$ cat src/rtl/avps_pkg.sv
package avps_pkg;
   typedef enum logic [2:0] {
      AU_OFF  = 3'd0,
      AU_PUMP = 3'd1,
      AU_RISE = 3'd2,
      AU_ON   = 3'd3,
      AU_FALL = 3'd4
   } au_state_t;
endpackage

$ cat src/rtl/avps_sync.sv
module avps_sync #(
   parameter int STAGES = 2
) (
   input  logic clk,
   input  logic rst_n,
   input  logic d,
   output logic q
);
   logic [STAGES-1:0] sh;

   always_ff @(posedge clk or negedge rst_n) begin
      if (!rst_n) sh <= '0;
      else        sh <= {sh[STAGES-2:0], d};
   end

   assign q = sh[STAGES-1];
endmodule

$ cat src/rtl/avps_tick.sv
module avps_tick #(
   parameter int DIV = 1000
) (
   input  logic clk,
   input  logic rst_n,
   input  logic run,
   output logic tick
);
   generate
      if (DIV == 1) begin : g_nodiv
         assign tick = run;
      end else begin : g_div
         localparam int W = $clog2(DIV);
         localparam logic [W-1:0] LAST = W'(DIV - 1);
         logic [W-1:0] cnt;

         always_ff @(posedge clk or negedge rst_n) begin
            if (!rst_n)            cnt <= '0;
            else if (!run)         cnt <= '0;
            else if (cnt == LAST)  cnt <= '0;
            else                   cnt <= cnt + 1'b1;
         end

         assign tick = run && (cnt == LAST);
      end
   endgenerate
endmodule

$ cat src/rtl/avps_audio_fsm.sv
module avps_audio_fsm
   import avps_pkg::*;
#(
   parameter int LONG_TICKS  = 225,
   parameter int SHORT_TICKS = 50,
   parameter int WAIT_W      = 8
) (
   input  logic clk,
   input  logic rst_n,
   input  logic pdn_n,
   input  logic want,
   input  logic long_sel,
   input  logic tick,
   input  logic ramp_fin,
   output logic pump_run,
   output logic pump_on,
   output logic ramp_up,
   output logic in_service
);
   au_state_t         st;
   logic [WAIT_W-1:0] left;

   always_ff @(posedge clk or negedge rst_n) begin
      if (!rst_n) begin
         st   <= AU_OFF;
         left <= '0;
      end else if (!pdn_n) begin
         st   <= AU_OFF;
         left <= '0;
      end else begin
         case (st)
            AU_OFF: if (want) begin
               st   <= AU_PUMP;
               left <= long_sel ? WAIT_W'(LONG_TICKS) : WAIT_W'(SHORT_TICKS);
            end
            AU_PUMP: begin
               if (!want) st <= AU_OFF;
               else if (tick) begin
                  if (left == WAIT_W'(1)) st <= AU_RISE;
                  left <= left - 1'b1;
               end
            end
            AU_RISE: if (ramp_fin) st <= AU_ON;
            AU_ON:   if (!want)    st <= AU_FALL;
            AU_FALL: if (ramp_fin) st <= AU_OFF;
            default: st <= AU_OFF;
         endcase
      end
   end

   assign pump_run   = (st == AU_PUMP);
   assign pump_on    = (st != AU_OFF);
   assign ramp_up    = (st == AU_RISE) || (st == AU_ON);
   assign in_service = (st == AU_ON);
endmodule

$ cat src/rtl/av_power_sequencer.sv
module av_power_sequencer #(
   parameter int TICK_DIV    = 1000,
   parameter int LONG_TICKS  = 225,
   parameter int SHORT_TICKS = 50,
   parameter int SYNC_STAGES = 2
) (
   input  logic clk,
   input  logic rst_n,
   input  logic pdn_n,
   input  logic bus_sel,
   input  logic mute_pin,
   input  logic reg_unmute,
   input  logic reg_det_bypass,
   input  logic reg_sd_on,
   input  logic reg_hd_on,
   input  logic video_raw,
   input  logic ramp_fin,
   output logic acp_en,
   output logic vcp_en,
   output logic audio_active,
   output logic ramp_req,
   output logic sd_hiz,
   output logic hd_hiz
);
   localparam int MAX_TICKS = (LONG_TICKS > SHORT_TICKS) ? LONG_TICKS : SHORT_TICKS;
   localparam int WAIT_W    = $clog2(MAX_TICKS + 1);

   if (TICK_DIV < 1) begin : g_bad_div
      $error("TICK_DIV must be at least 1");
   end
   if (SHORT_TICKS < 1 || LONG_TICKS < 1) begin : g_bad_wait
      $error("wait lengths must be at least one tick");
   end
   if (SYNC_STAGES < 2) begin : g_bad_sync
      $error("SYNC_STAGES must be at least 2");
   end

   logic vid_s, vid_prev, vid_rise, vid_live;
   logic mute_rel, want, long_sel, tick;
   logic pump_run, pump_on, ramp_up, in_service;

   avps_sync #(.STAGES(SYNC_STAGES)) u_sync (
      .clk(clk), .rst_n(rst_n), .d(video_raw), .q(vid_s)
   );

   always_ff @(posedge clk or negedge rst_n) begin
      if (!rst_n) vid_prev <= 1'b0;
      else        vid_prev <= vid_s;
   end

   assign vid_rise = vid_s && !vid_prev;
   assign vid_live = pdn_n && vid_s;
   assign mute_rel = bus_sel ? reg_unmute : mute_pin;
   assign want     = pdn_n && mute_rel && (reg_det_bypass || vid_s);
   assign long_sel = !reg_det_bypass && vid_rise;

   avps_tick #(.DIV(TICK_DIV)) u_tick (
      .clk(clk), .rst_n(rst_n), .run(pump_run), .tick(tick)
   );

   avps_audio_fsm #(
      .LONG_TICKS(LONG_TICKS), .SHORT_TICKS(SHORT_TICKS), .WAIT_W(WAIT_W)
   ) u_fsm (
      .clk(clk), .rst_n(rst_n), .pdn_n(pdn_n), .want(want),
      .long_sel(long_sel), .tick(tick), .ramp_fin(ramp_fin),
      .pump_run(pump_run), .pump_on(pump_on), .ramp_up(ramp_up),
      .in_service(in_service)
   );

   assign acp_en       = pdn_n && pump_on;
   assign ramp_req     = pdn_n && ramp_up;
   assign audio_active = pdn_n && in_service;
   assign sd_hiz       = !(vid_live && reg_sd_on);
   assign hd_hiz       = !(vid_live && reg_hd_on);
   assign vcp_en       = vid_live && (reg_sd_on || reg_hd_on);
endmodule

$ cat config.mk
export PLATFORM = sky130hd
export DESIGN_NAME = av_power_sequencer
export DESIGN_NICKNAME = d
export VERILOG_FILES = /design/src/rtl/avps_pkg.sv /design/src/rtl/avps_sync.sv /design/src/rtl/avps_tick.sv /design/src/rtl/avps_audio_fsm.sv /design/src/rtl/av_power_sequencer.sv
export SDC_FILE = /design/constraint.sdc
export NUM_CORES = 1
export LEC_CHECK = 0
export BUFFER_PORTS_ARGS = -buffer_cell sky130_fd_sc_hd__buf_2
export CORE_ASPECT_RATIO = 1.75
export CORE_MARGIN = 3
export CORE_UTILIZATION = 45
export CTS_CLUSTER_SIZE = 25
export DETAILED_ROUTE_END_ITERATION = 8
export PLACE_DENSITY = 0.66
export SLEW_MARGIN = 20
export SYNTH_ARGS = -nofsm -noshare
export SYNTH_HDL_FRONTEND = slang
export SYNTH_HIERARCHICAL = 1
export SYNTH_SLANG_ARGS = --single-unit
$ cat constraint.sdc
create_clock -name clk -period 3.7 [get_ports clk]
set_input_delay 0.74 -clock clk [delete_from_list [all_inputs] [get_ports clk]]
set_output_delay 0.74 -clock clk [all_outputs]
set_load 0.01 [all_outputs]
# Word level (Yosys, flattened, before mapping)
# Cells that the tools add are included.
# classes
n_mux	18
n_reduce_logical	23
add_sub_neg	2
n_eq_ne	15
# ops
op	count
2-to-1 mux 8 bit	5
2-to-1 mux 3 bit	8
2-to-1 mux 10 bit	2
case mux 8 bit (2 select lines)	1
case mux 3 bit (5 select lines)	1
logical AND 1 bit	12
inequality test 3 bit, second input constant	4
adder 10 x 1 -> 10 bit, second input constant	1
== test 10 bit, second input constant	1
== test 8 x 1 -> 1 bit, second input constant	1
inequality test 4 bit, second input constant	2
subtractor 8 x 1 -> 8 bit, second input constant	1
== test 3 x 2 -> 1 bit, second input constant	2
inequality test 3 x 2 -> 1 bit, second input constant	2
AND reduction 6 bit	1
logical NOT 1 bit	4
AND reduction 4 bit	1
== test 3 x 1 -> 1 bit, second input constant	1
== test 3 bit, second input constant	1
logical NOT 3 bit	1
logical OR 1 bit	3
inequality test 3 x 1 -> 1 bit, second input constant	1
nonzero test 3 bit	1
2-to-1 mux 1 bit	1
# totals
inputBits	11
elab_cells	63
out_inout_bits	6
register_bits	24

# Logic depth before layout (Yosys ltp)
# Gate-level depths: netlist of the first run.
# depth
ltp_word	7
mapped_depth	10
mapped_depth_nobuf	7

# Hierarchy
# The synthesis of the first run kept the hierarchy.
# by_module_without_submodules
mod	seq_area_each_um2	cells_per_inst	n_inst	area_each_um2
avps_audio_fsm	275.3	86	1	768.2
avps_tick	250.2	53	1	499.2
av_power_sequencer	25.0	11	1	98.8
avps_sync	50.0	2	1	50.0

# Least setup slack after synthesis of the first run
# OpenSTA, ideal clock, no wires.
# synth_timing
kind	flip-flop to flip-flop
from	reg u_fsm.st[0]
to	reg u_fsm.left[6]
setup_ns	0.121
slack_ns	1.120
stages_incl_launch_ff	11
required_time_ns	3.579
t_arrival_ns	2.459
period_less_slack_ns	2.580
n_path_buf	3
path_cell_list	dfrtp_1 buf_6 nor3b_1 buf_2 inv_1 nor4_1 nor2b_4 or3_1 buf_6 a22o_1 a22o_1
# synth_between
elab_chain_cells	4
word_cells_on_any_way	10
classes_between	5 x eq/ne; 2 x mux; 3 x reduce/logical
# synth_rtl
element	line	text
start: declaration	avps_audio_fsm.sv:20	au_state_t st;
start signal: assignment	avps_audio_fsm.sv:25	st <= AU_OFF;
start signal: assignment	avps_audio_fsm.sv:28	st <= AU_OFF;
start signal: assignment	avps_audio_fsm.sv:33	st <= AU_PUMP;
== test 3 x 1 -> 1 bit	avps_audio_fsm.sv:51	assign pump_run = (st == AU_PUMP);
named net pump_run	av_power_sequencer.sv:40	logic pump_run, pump_on, ramp_up, in_service;
logical AND 1 bit	avps_tick.sv:24	assign tick = run && (cnt == LAST);
named net tick	av_power_sequencer.sv:39	logic mute_rel, want, long_sel, tick;
inequality test 3 bit (no line)	n/a	
AND reduction 4 bit (no line)	n/a	
end signal: assignment	avps_audio_fsm.sv:34	left <= long_sel ? WAIT_W'(LONG_TICKS) : WAIT_W'(SHORT_TICKS);
end signal: assignment	avps_audio_fsm.sv:40	left <= left - 1'b1;
end: declaration	avps_audio_fsm.sv:21	logic [WAIT_W-1:0] left;
# The timed path passes the listed nets, and every way through them passes these cells.
# A chain may end at the register's enable or synchronous reset.

# Final worst setup path of the first run
# Ends and elaborated chain as after synthesis.

==> flow_summary.toml, run 1 <==
[run_status]
status = "complete, no violations"

[yosys]
ys_types = 45
postSynthCellCount = 152
synth-edff-count = 0
ys_ff_latch = 24
avgSynthCellArea_um2 = 9.32
netlist_area_um2 = 1420
synth_async_sr_flop_share = 1.00
syn_nets = 166
ys_seq_area_frac = 0.424
yosysWarnings = 6
synth_flop_cell = "dfrtp_1"

[final_layout]
drive_gt1_frac = 0.170
stdcell_area_um2 = 1610
nNetsFinal = 186
layout_commonest_cell = "dfrtp_1"
fillers = 272
diodes = 0
final_cell_mix = "24 x dfrtp_1, 16 x buf_2, 13 x nand2_1"
area_delta_synth_final_pct = 13.5

[place]
dpl_cell_area_um2 = 1540
gp_congestion = 0.828
hpwl_mm = 2.34
portBuffers = 16

[detailed_routing]
dr.pass1.iters = 4
met2_length_mm = 1.75
post_drt_wl_per_cell_um = 14.4
drtAntennaViolNets = 0
routed_wl_mm = 3.06
via_count = 1209
wl_met1_mm = 1.19
wl_met3_um = 79
drc = 0
first_iter_violations = 51
vias_per_cell = 5.68
dr.max_layer_used = "met4"

[timing]
fin_setup_tns_ps = 0
fin_skew_ps = 2.46
finalHoldViolations = 0
max_freq_ghz = 0.373
rsz0062_at_grt = "false"
slew_violations = 0
finalSetupViolCount = 0
worst_pin_slew_ps = 768
min_period_ps = 2680
relSlewSlack = 0.483
fin_crit_sh = 0.725

[pwr]
swShare = 0.221
p_int_uw = 437
leakage_nw = 0.691
seqPwrFrac = 0.490
power_density_nw_per_um2 = 349
power_frac_clock = 0.401
switchingPower_uw = 124
power_uw = 561
vdd_drop_max_uv = 212
p_comb_frac = 0.109

[critical_path]
crit_type = "reg2reg"
start_kind = "flop"
crit_start = "u_fsm/st[0]$_DFFE_PN0P_"
end_kind = "flop"
rr_startpoint = "u_fsm/st[0]$_DFFE_PN0P_"
crit_path_max_fanout = 12
required_ps = 3860
worstPathArrival_ps = 2840

[min_path]
hp-class = "reg2reg"
min_from = "u_sync/sh[0]$_DFF_PN0_"

[clock_tree]
clockRootBuffer = "clkbuf_8"
cts_hold_buf = 0
htree_levels = 1
ctsResizeCount = 0
clock_path_buffers = 2
cts_setup_buffers = 0
cts_buffers = 3
clk_transition_reported_paths_ps = 80
cts_tree = "yes"
clock-sinks = 24
clkLatencyLatePin_ps = 260

[grt]
grt_max_degree = 25
grt_pass1_wl_mm = 5.30
track_usage = 0.172
antenna_found_initial = 0
grt_pass1_vias = 1212
grt_overflow = 0

[floorplan]
coreArea_um2 = 2960
io_pins = 17
dieArea_um2 = 3880
die_w_um = 48.4
start_util = 0.478
die_height_um = 80.2
std_cell_rows = 26

[run]
maxCapViolations = 0
## cell type report
| class | count | area, um^2 | area share |
|---|---|---|---|
| clock buffers | 3 | 41.3 | 0.0257 |
| flip-flops and latches | 24 | 601 | 0.374 |
| clock inverters | 1 | 30.0 | 0.0187 |
| well taps | 42 | 52.6 | 0.0327 |
| repair buffers | 18 | 95.1 | 0.0591 |
| multi-input cells | 115 | 751 | 0.467 |
| inverters | 10 | 37.5 | 0.0233 |
## worst max-delay path: stages (launching register included)
cell and delay [ps]:
dfrtp_1 480, nor3b_1 230, buf_4 210, inv_1 110, nor4_1 330, buf_4 200, nor2b_4 40, or3_1 460
a22o_1 290, a22o_1 220
## registers in the layout, indices dropped and copies added (netlist names)
register / cells
u_sync/sh: 2
u_fsm/st: 3
vid_prev: 1
u_fsm/left: 8
u_tick/g_div.cnt: 10
## worst paths after layout
| check | cells after the start | to | slack [ps] |
|---|---|---|---|
| setup / recovery | 9 | u_fsm/left[6]$_DFFE_PN0P_ | 1020 |
| hold / removal | 0 | u_sync/sh[1]$_DFF_PN0_ | 360 |
| setup reg to reg | 9 | u_fsm/left[6]$_DFFE_PN0P_ | 1020 |
| hold reg to reg | 0 | u_sync/sh[1]$_DFF_PN0_ | 360 |
| max in group asynchronous | 1 | u_fsm/left[2]$_DFFE_PN0P_ | 2890 |
| min in group asynchronous | 1 | vid_prev$_DFF_PN0_ | 450 |
## logic make-up after synthesis
group / synth area share
xor+xnor: 0.0186
flops: 0.424
simple gates: 0.303
fa+ha+maj: 0.0265
mux: 0.0212
buf+inv: 0.0459
compound gates: 0.161
## metrics by stage
stage | worst slack [ps] | std cells | utilization | hold WS (ps)
2_1_floorplan | 1120 | 152 | - | 331
3_3_place_gp | 1130 | 209 | 0.519 | 333
3_5_place_dp | 1070 | 209 | 0.519 | 343
4_1_cts | 1040 | 213 | 0.543 | 364
5_1_grt | 868 | 213 | 0.543 | 384
6_report | 1020 | 213 | 0.543 | 360
## synthesized netlist by cell type, types with 2 or more instances
cell,instances,area share
nand2b_1,2,0.0088
nor4_1,3,0.013
nand4_1,4,0.018
o211ai_1,3,0.016
buf_6,2,0.016
nand4b_1,2,0.012
o21ai_0,5,0.018
nand2_1,13,0.034
nor3_1,2,0.0071
and2_1,2,0.0088
or4_1,2,0.011
a21oi_1,7,0.025
inv_1,10,0.027
nor3b_1,2,0.011
mux2i_1,3,0.021
o211a_1,2,0.014
a22o_1,2,0.012
xor2_1,2,0.012
nor2b_1,5,0.022
nor2_1,12,0.032
or3_1,5,0.022
and2_2,3,0.016
dfrtp_1,24,0.42
a31oi_1,4,0.018
ha_1,3,0.027
nand3b_1,2,0.011
a221oi_1,2,0.012
nand3_1,7,0.025
## power by group through the flow
| stage | clock, mW | combinational, mW | sequential [mW] |
|---|---|---|---|
| after global placement | 0 | 0.0600 | 0.280 |
| after floorplan | 0 | 0.0414 | 0.278 |
| after global routing | 0.244 | 0.0684 | 0.276 |
| after detailed placement | 0 | 0.0612 | 0.280 |
| final | 0.225 | 0.0613 | 0.275 |
| after CTS | 0.233 | 0.0617 | 0.275 |
## metal layers
layer / track usage / vias up
li1: - / 589
met1: 0.174 / 590
met2: 0.347 / 26
met3: 0.0204 / 4
met4: 0.0741 / 0
met5: 0 / -
(Power assumes the default switching activity.)
==> run 2: changes to the inputs <==
==> constraint.sdc (replaced) <==
create_clock -name clk -period 2.5 [get_ports clk]
set_input_delay 0.5 -clock clk [delete_from_list [all_inputs] [get_ports clk]]
set_output_delay 0.5 -clock clk [all_outputs]
set_load 0.01 [all_outputs]
==> run 2 against run 1 <==
Net effect: combinational power increased by 56%; design area up 1.9%; sequential power increased by 48%; register-to-register slack worse by 760 ps; final cell count is 1.9% higher; flip-flop and latch count stayed put; wire length grew 5.3%; critical endpoint unchanged; global-route usage grew 1.1 points; hold slack worse by 140 ps; setup slack lost 760 ps.
==> flow_summary.toml, run 2 (synthesis gave the netlist of run 1 again) <==
[run_status]
status = "complete, no violations"

[clock_tree]
htree_levels = 1
clock-sinks = 24
cts_tree = "yes"
clock_path_buffers = 2
clk_transition_reported_paths_ps = 80
cts_buffers = 3
cts_hold_buf = 0
clkLatencyLatePin_ps = 260
clockRootBuffer = "clkbuf_8"

[timing]
fin_crit_sh = 0.896
finalHoldViolations = 0
max_freq_ghz = 0.447
worst_pin_slew_ps = 640
fin_hold_ws_ps = 216
rsz0062_at_grt = "false"
min_period_ps = 2240
fin_setup_tns_ps = 0
relSlewSlack = 0.570
fin_skew_ps = 4.22
slew_violations = 0
finalSetupViolCount = 0

[critical_path]
crit_path_max_fanout = 5
cpMostUsedCell = "a22o_1"
rr_startpoint = "u_tick/g_div.cnt[0]$_DFF_PN0_"
end_kind = "flop"
reg2reg_slack_ps = 260
max_stage_delay_ps = 390
crit_type = "reg2reg"
cp.buffers_inverters = 1
start_kind = "flop"
required_ps = 2660
cpLargestDelayFamily = "simple AND/OR/NAND/NOR gates"
crit_slowest_cell = "dfrtp_1"
worstPathArrival_ps = 2400
path_cells = "ha_1, nand4bb_4, nor4_2, buf_4, nor2b_4, or3_1, a22o_1, a22o_1"
r2r-end = "u_fsm/left[6]$_DFFE_PN0P_"
reg2regPathDepth = 8

[detailed_routing]
first_iter_violations = 38
drtAntennaViolNets = 0
post_drt_wl_per_cell_um = 14.8
routed_wl_mm = 3.22
dr.pass1.iters = 4
vias_per_cell = 5.70
via_count = 1237
drc = 0

[floorplan]
io_pins = 17
dieArea_um2 = 3880
std_cell_rows = 26
die_height_um = 80.2
coreArea_um2 = 2960
start_util = 0.478
die_w_um = 48.4

[final_layout]
area_delta_synth_final_pct = 15.6
layout_commonest_cell = "dfrtp_1"
largest_reg_flops = 10
drive_gt1_frac = 0.200
diodes = 0
top_register = "u_tick/g_div.cnt"
biggestRegsByFlops = "u_tick/g_div.cnt: 10 flops, u_fsm/left: 8 flops, u_fsm/st: 3 flops"
final_cell_mix = "24 x dfrtp_1, 16 x buf_2, 13 x nand2_1"
stdcell_area_um2 = 1640
nNetsFinal = 191

[grt]
grt_pass1_wl_mm = 5.62
antenna_found_initial = 0
grt_max_degree = 25
grt_pass1_vias = 1221
grt_overflow = 0
track_usage = 0.183

[run]
maxCapViolations = 0

[place]
hpwl_mm = 2.40
portBuffers = 16
dpl_cell_area_um2 = 1580
gp_congestion = 0.912

[pwr]
power_uw = 727
vdd_drop_max_uv = 310
power_density_nw_per_um2 = 444
leakage_nw = 0.703

[min_path]
hp-class = "in2async"
run 2: changes by cell type in the layout (fill, tap and decap cells not counted):
cell	previous run	this run
nor4_2	0	1
bufinv_16	1	0
nand4bb_1	1	0
buf_4	2	7
nor4_1	3	2
nand4bb_4	0	1
run 2: area by class of cell:
type,instances,area (um^2)
clock buffer,3,41.3
fill,271,1320
inverter,10,37.5
multi-input combinational,115,773
sequential,24,601
tap,42,52.6
timing repair buffer,23,133
run 2: metal layers:
layer / share of wire / routed length [um] / global-route usage
met1: 0.40 / 1300 / 0.203
met2: 0.56 / 1810 / 0.351
met3: 0.022 / 72 / 0.0204
met4: 0.012 / 38 / 0.0741
met5: 0 / 0 / 0
run 2: timing repair:
| item | CTS | global route |
|---|---|---|
| setup buffers | 0 | 0 |
| resized for setup | 0 | 1 |
| endpoints found under the setup margin | 0 | 4 |
run 2: power by group:
group          internal, mW  switching [mW]  total (mW)
sequential            0.397         0.00944       0.406
clock                 0.108           0.118       0.225
combinational        0.0391          0.0567      0.0958
run 2: through the flow:
step                      instances  utilization  setup slack, ps
after global placement          214        0.534              260
final                           217        0.553              261
after CTS                       217        0.548              198
after floorplan                 152            -             60.6
after detailed placement        214        0.534              210
after global routing            217        0.553             10.0
run 2: how the worst max path moves through the flow:
stage / start / end / slack, ps / cells after the start
after floorplan: u_fsm/st[0]$_DFFE_PN0P_ / u_fsm/left[6]$_DFFE_PN0P_ / 60 / 10
after global placement: pdn_n / u_fsm/left[6]$_DFFE_PN0P_ / 260 / 7
after detailed placement: u_tick/g_div.cnt[0]$_DFF_PN0_ / u_fsm/left[6]$_DFFE_PN0P_ / 210 / 8
after CTS: u_tick/g_div.cnt[0]$_DFF_PN0_ / u_fsm/left[6]$_DFFE_PN0P_ / 200 / 8
after global routing: u_tick/g_div.cnt[0]$_DFF_PN0_ / u_fsm/left[3]$_DFFE_PN0P_ / 10 / 9
final: u_tick/g_div.cnt[0]$_DFF_PN0_ / u_fsm/left[6]$_DFFE_PN0P_ / 260 / 8
==> run 3: changes to the inputs <==
--- a/config.mk
+++ b/config.mk
@@ -11,7 +11,8 @@
 export CORE_UTILIZATION = 45
 export CTS_CLUSTER_SIZE = 25
 export DETAILED_ROUTE_END_ITERATION = 8
-export PLACE_DENSITY = 0.66
+export GPL_ROUTABILITY_DRIVEN = 1
+export PLACE_DENSITY_LB_ADDON = 0.05
 export SLEW_MARGIN = 20
 export SYNTH_ARGS = -nofsm -noshare
 export SYNTH_HDL_FRONTEND = slang
==> constraint.sdc (replaced) <==
create_clock -name clk -period 1.9 [get_ports clk]
set_input_delay 0.38 -clock clk [delete_from_list [all_inputs] [get_ports clk]]
set_output_delay 0.38 -clock clk [all_outputs]
set_load 0.01 [all_outputs]
==> run 3 against run 2 <==
Net effect: the flow now finishes with violations (setup timing); critical endpoint unchanged; flip-flop and latch count is the same; first-iteration DRC count grew 24%; design area grew 17%; largest cell class unchanged; clock power grew 27%; highest routed layer unchanged; clock skew shrank 1.1 ps.
==> flow_summary.toml, run 3 (synthesis gave the netlist of run 1 again) <==
[timing]
fin_setup_tns_ps = -107
max_freq_ghz = 0.512
finalHoldViolations = 0
rsz0062_at_grt = "true"
fin_hold_ws_ps = 97.1
fin_skew_ps = 3.17
finalSetupViolCount = 4
layout_setup_ws_ps = -54.3
relSlewSlack = 0.545
slew_violations = 0
fin_crit_sh = 1.03
worst_pin_slew_ps = 676
min_period_ps = 1950

[final_layout]
layout_commonest_cell = "buf_4"
diodes = 0
nNetsFinal = 217
drive_gt1_frac = 0.358
final_cell_mix = "31 x buf_4, 24 x dfrtp_1, 16 x buf_2"
final_cells = 243
biggestRegsByFlops = "u_tick/g_div.cnt: 10 flops, u_fsm/left: 8 flops, u_fsm/st: 3 flops"
largest_reg_flops = 10
top_register = "u_tick/g_div.cnt"
area_delta_synth_final_pct = 35.3

[floorplan]
die_height_um = 80.2
die_w_um = 48.4
coreArea_um2 = 2960
std_cell_rows = 26
dieArea_um2 = 3880
start_util = 0.478
io_pins = 17

[place]
place_inst = 236
gp_congestion = 0.884
pre_cts_ws_ps = -155
portBuffers = 16
hpwl_mm = 2.66

[critical_path]
path_cells = "ha_4, nand4bb_4, nor4_4, nor2b_4, or3_4, a22o_1, a22o_1"
crit_start = "u_tick/g_div.cnt[1]$_DFF_PN0_"
crit_type = "reg2reg"
max_stage_delay_ps = 400
crit_slowest_cell = "dfrtp_1"
rr_startpoint = "u_tick/g_div.cnt[1]$_DFF_PN0_"
start_kind = "flop"
end_kind = "flop"
required_ps = 2050
crit_path_max_fanout = 4
cpMostUsedCell = "a22o_1"
worstPathArrival_ps = 2100

[detailed_routing]
drc = 0
post_drt_wl_per_cell_um = 14.5
dr.pass1.iters = 4
via_count = 1342
routed_wl_mm = 3.52
vias_per_cell = 5.52
first_iter_violations = 47
drtAntennaViolNets = 0

[grt]
grt_pass1_vias = 1405
grt_pass1_wl_mm = 6.02
grt_max_degree = 25
grt_overflow = 0
track_usage = 0.196
antenna_found_initial = 0

[clock_tree]
clkLatencyLatePin_ps = 250
cts_buffers = 3
clock_path_buffers = 2
cts_tree = "yes"
clockRootBuffer = "clkbuf_8"
clk_transition_reported_paths_ps = 80
cts_hold_buf = 0
htree_levels = 1
clock-sinks = 24

[run_status]
status = "complete, but fails checks"
violations = "setup timing"

[run]
maxCapViolations = 0

[pwr]
power_density_nw_per_um2 = 512
vdd_drop_max_uv = 343
leakage_nw = 0.856
power_uw = 981

[min_path]
hp-class = "in2async"
==> run 3: through the flow <==
step	util	cell area [um^2]
6_report	0.648	1920
5_1_grt	0.648	1920
4_1_cts	0.622	1840
3_5_place_dp	0.601	1780
3_3_place_gp	0.601	1780
2_1_floorplan	-	1460
==> run 3: final cells by class <==
type / count / area, um^2
Timing Repair Buffer: 49 / 335
Fill cell: 257 / 1040
Sequential cell: 24 / 601
Multi-Input combinational cell: 115 / 847
Clock buffer: 3 / 41.3
Inverter: 10 / 40.0
Tap cell: 42 / 52.6
==> run 3: what timing repair did <==
item	CTS	global route
setup buffers	1	3
gates resized for setup	5	11
pin swaps	3	10
setup endpoints to repair	8	9
==> run 3: power by group <==
| part | switching (mW) | internal [mW] | total [mW] |
|---|---|---|---|
| Combinational | 0.0864 | 0.0764 | 0.163 |
| Clock | 0.144 | 0.141 | 0.285 |
| Sequential | 0.0119 | 0.522 | 0.534 |
==> run 3: worst paths after layout <==
kind | endpoint | slack, ps | cells past startpoint
min in group clk | u_sync/sh[0]$_DFF_PN0_ | 230 | 1
worst min register to register | u_sync/sh[1]$_DFF_PN0_ | 370 | 0
worst max register to register | u_fsm/left[6]$_DFFE_PN0P_ | -50 | 7
worst max-delay path | u_fsm/left[6]$_DFFE_PN0P_ | -50 | 7
max in group asynchronous | u_tick/g_div.cnt[9]$_DFF_PN0_ | 1450 | 1
worst min-delay path | u_fsm/st[2]$_DFFE_PN0P_ | 100 | 1
==> run 3: critical path, delay by kind of cell, from the launching register on <==
kind                     cells  cell delay (ps)
adder cells (fa/ha/maj)      1              170
flip-flops                   1              400
AO/OA/AOI/OAI                2              420
AND/OR/NAND/NOR              4              850
==> run 3: layer usage <==
| metal | GRT usage | part of all wire | wire, um |
|---|---|---|---|
| met5 | 0 | 0 | 0 |
| met4 | 0.0684 | 0.024 | 86 |
| met3 | 0.0223 | 0.024 | 85 |
| met1 | 0.194 | 0.37 | 1310 |
| met2 | 0.409 | 0.58 | 2040 |
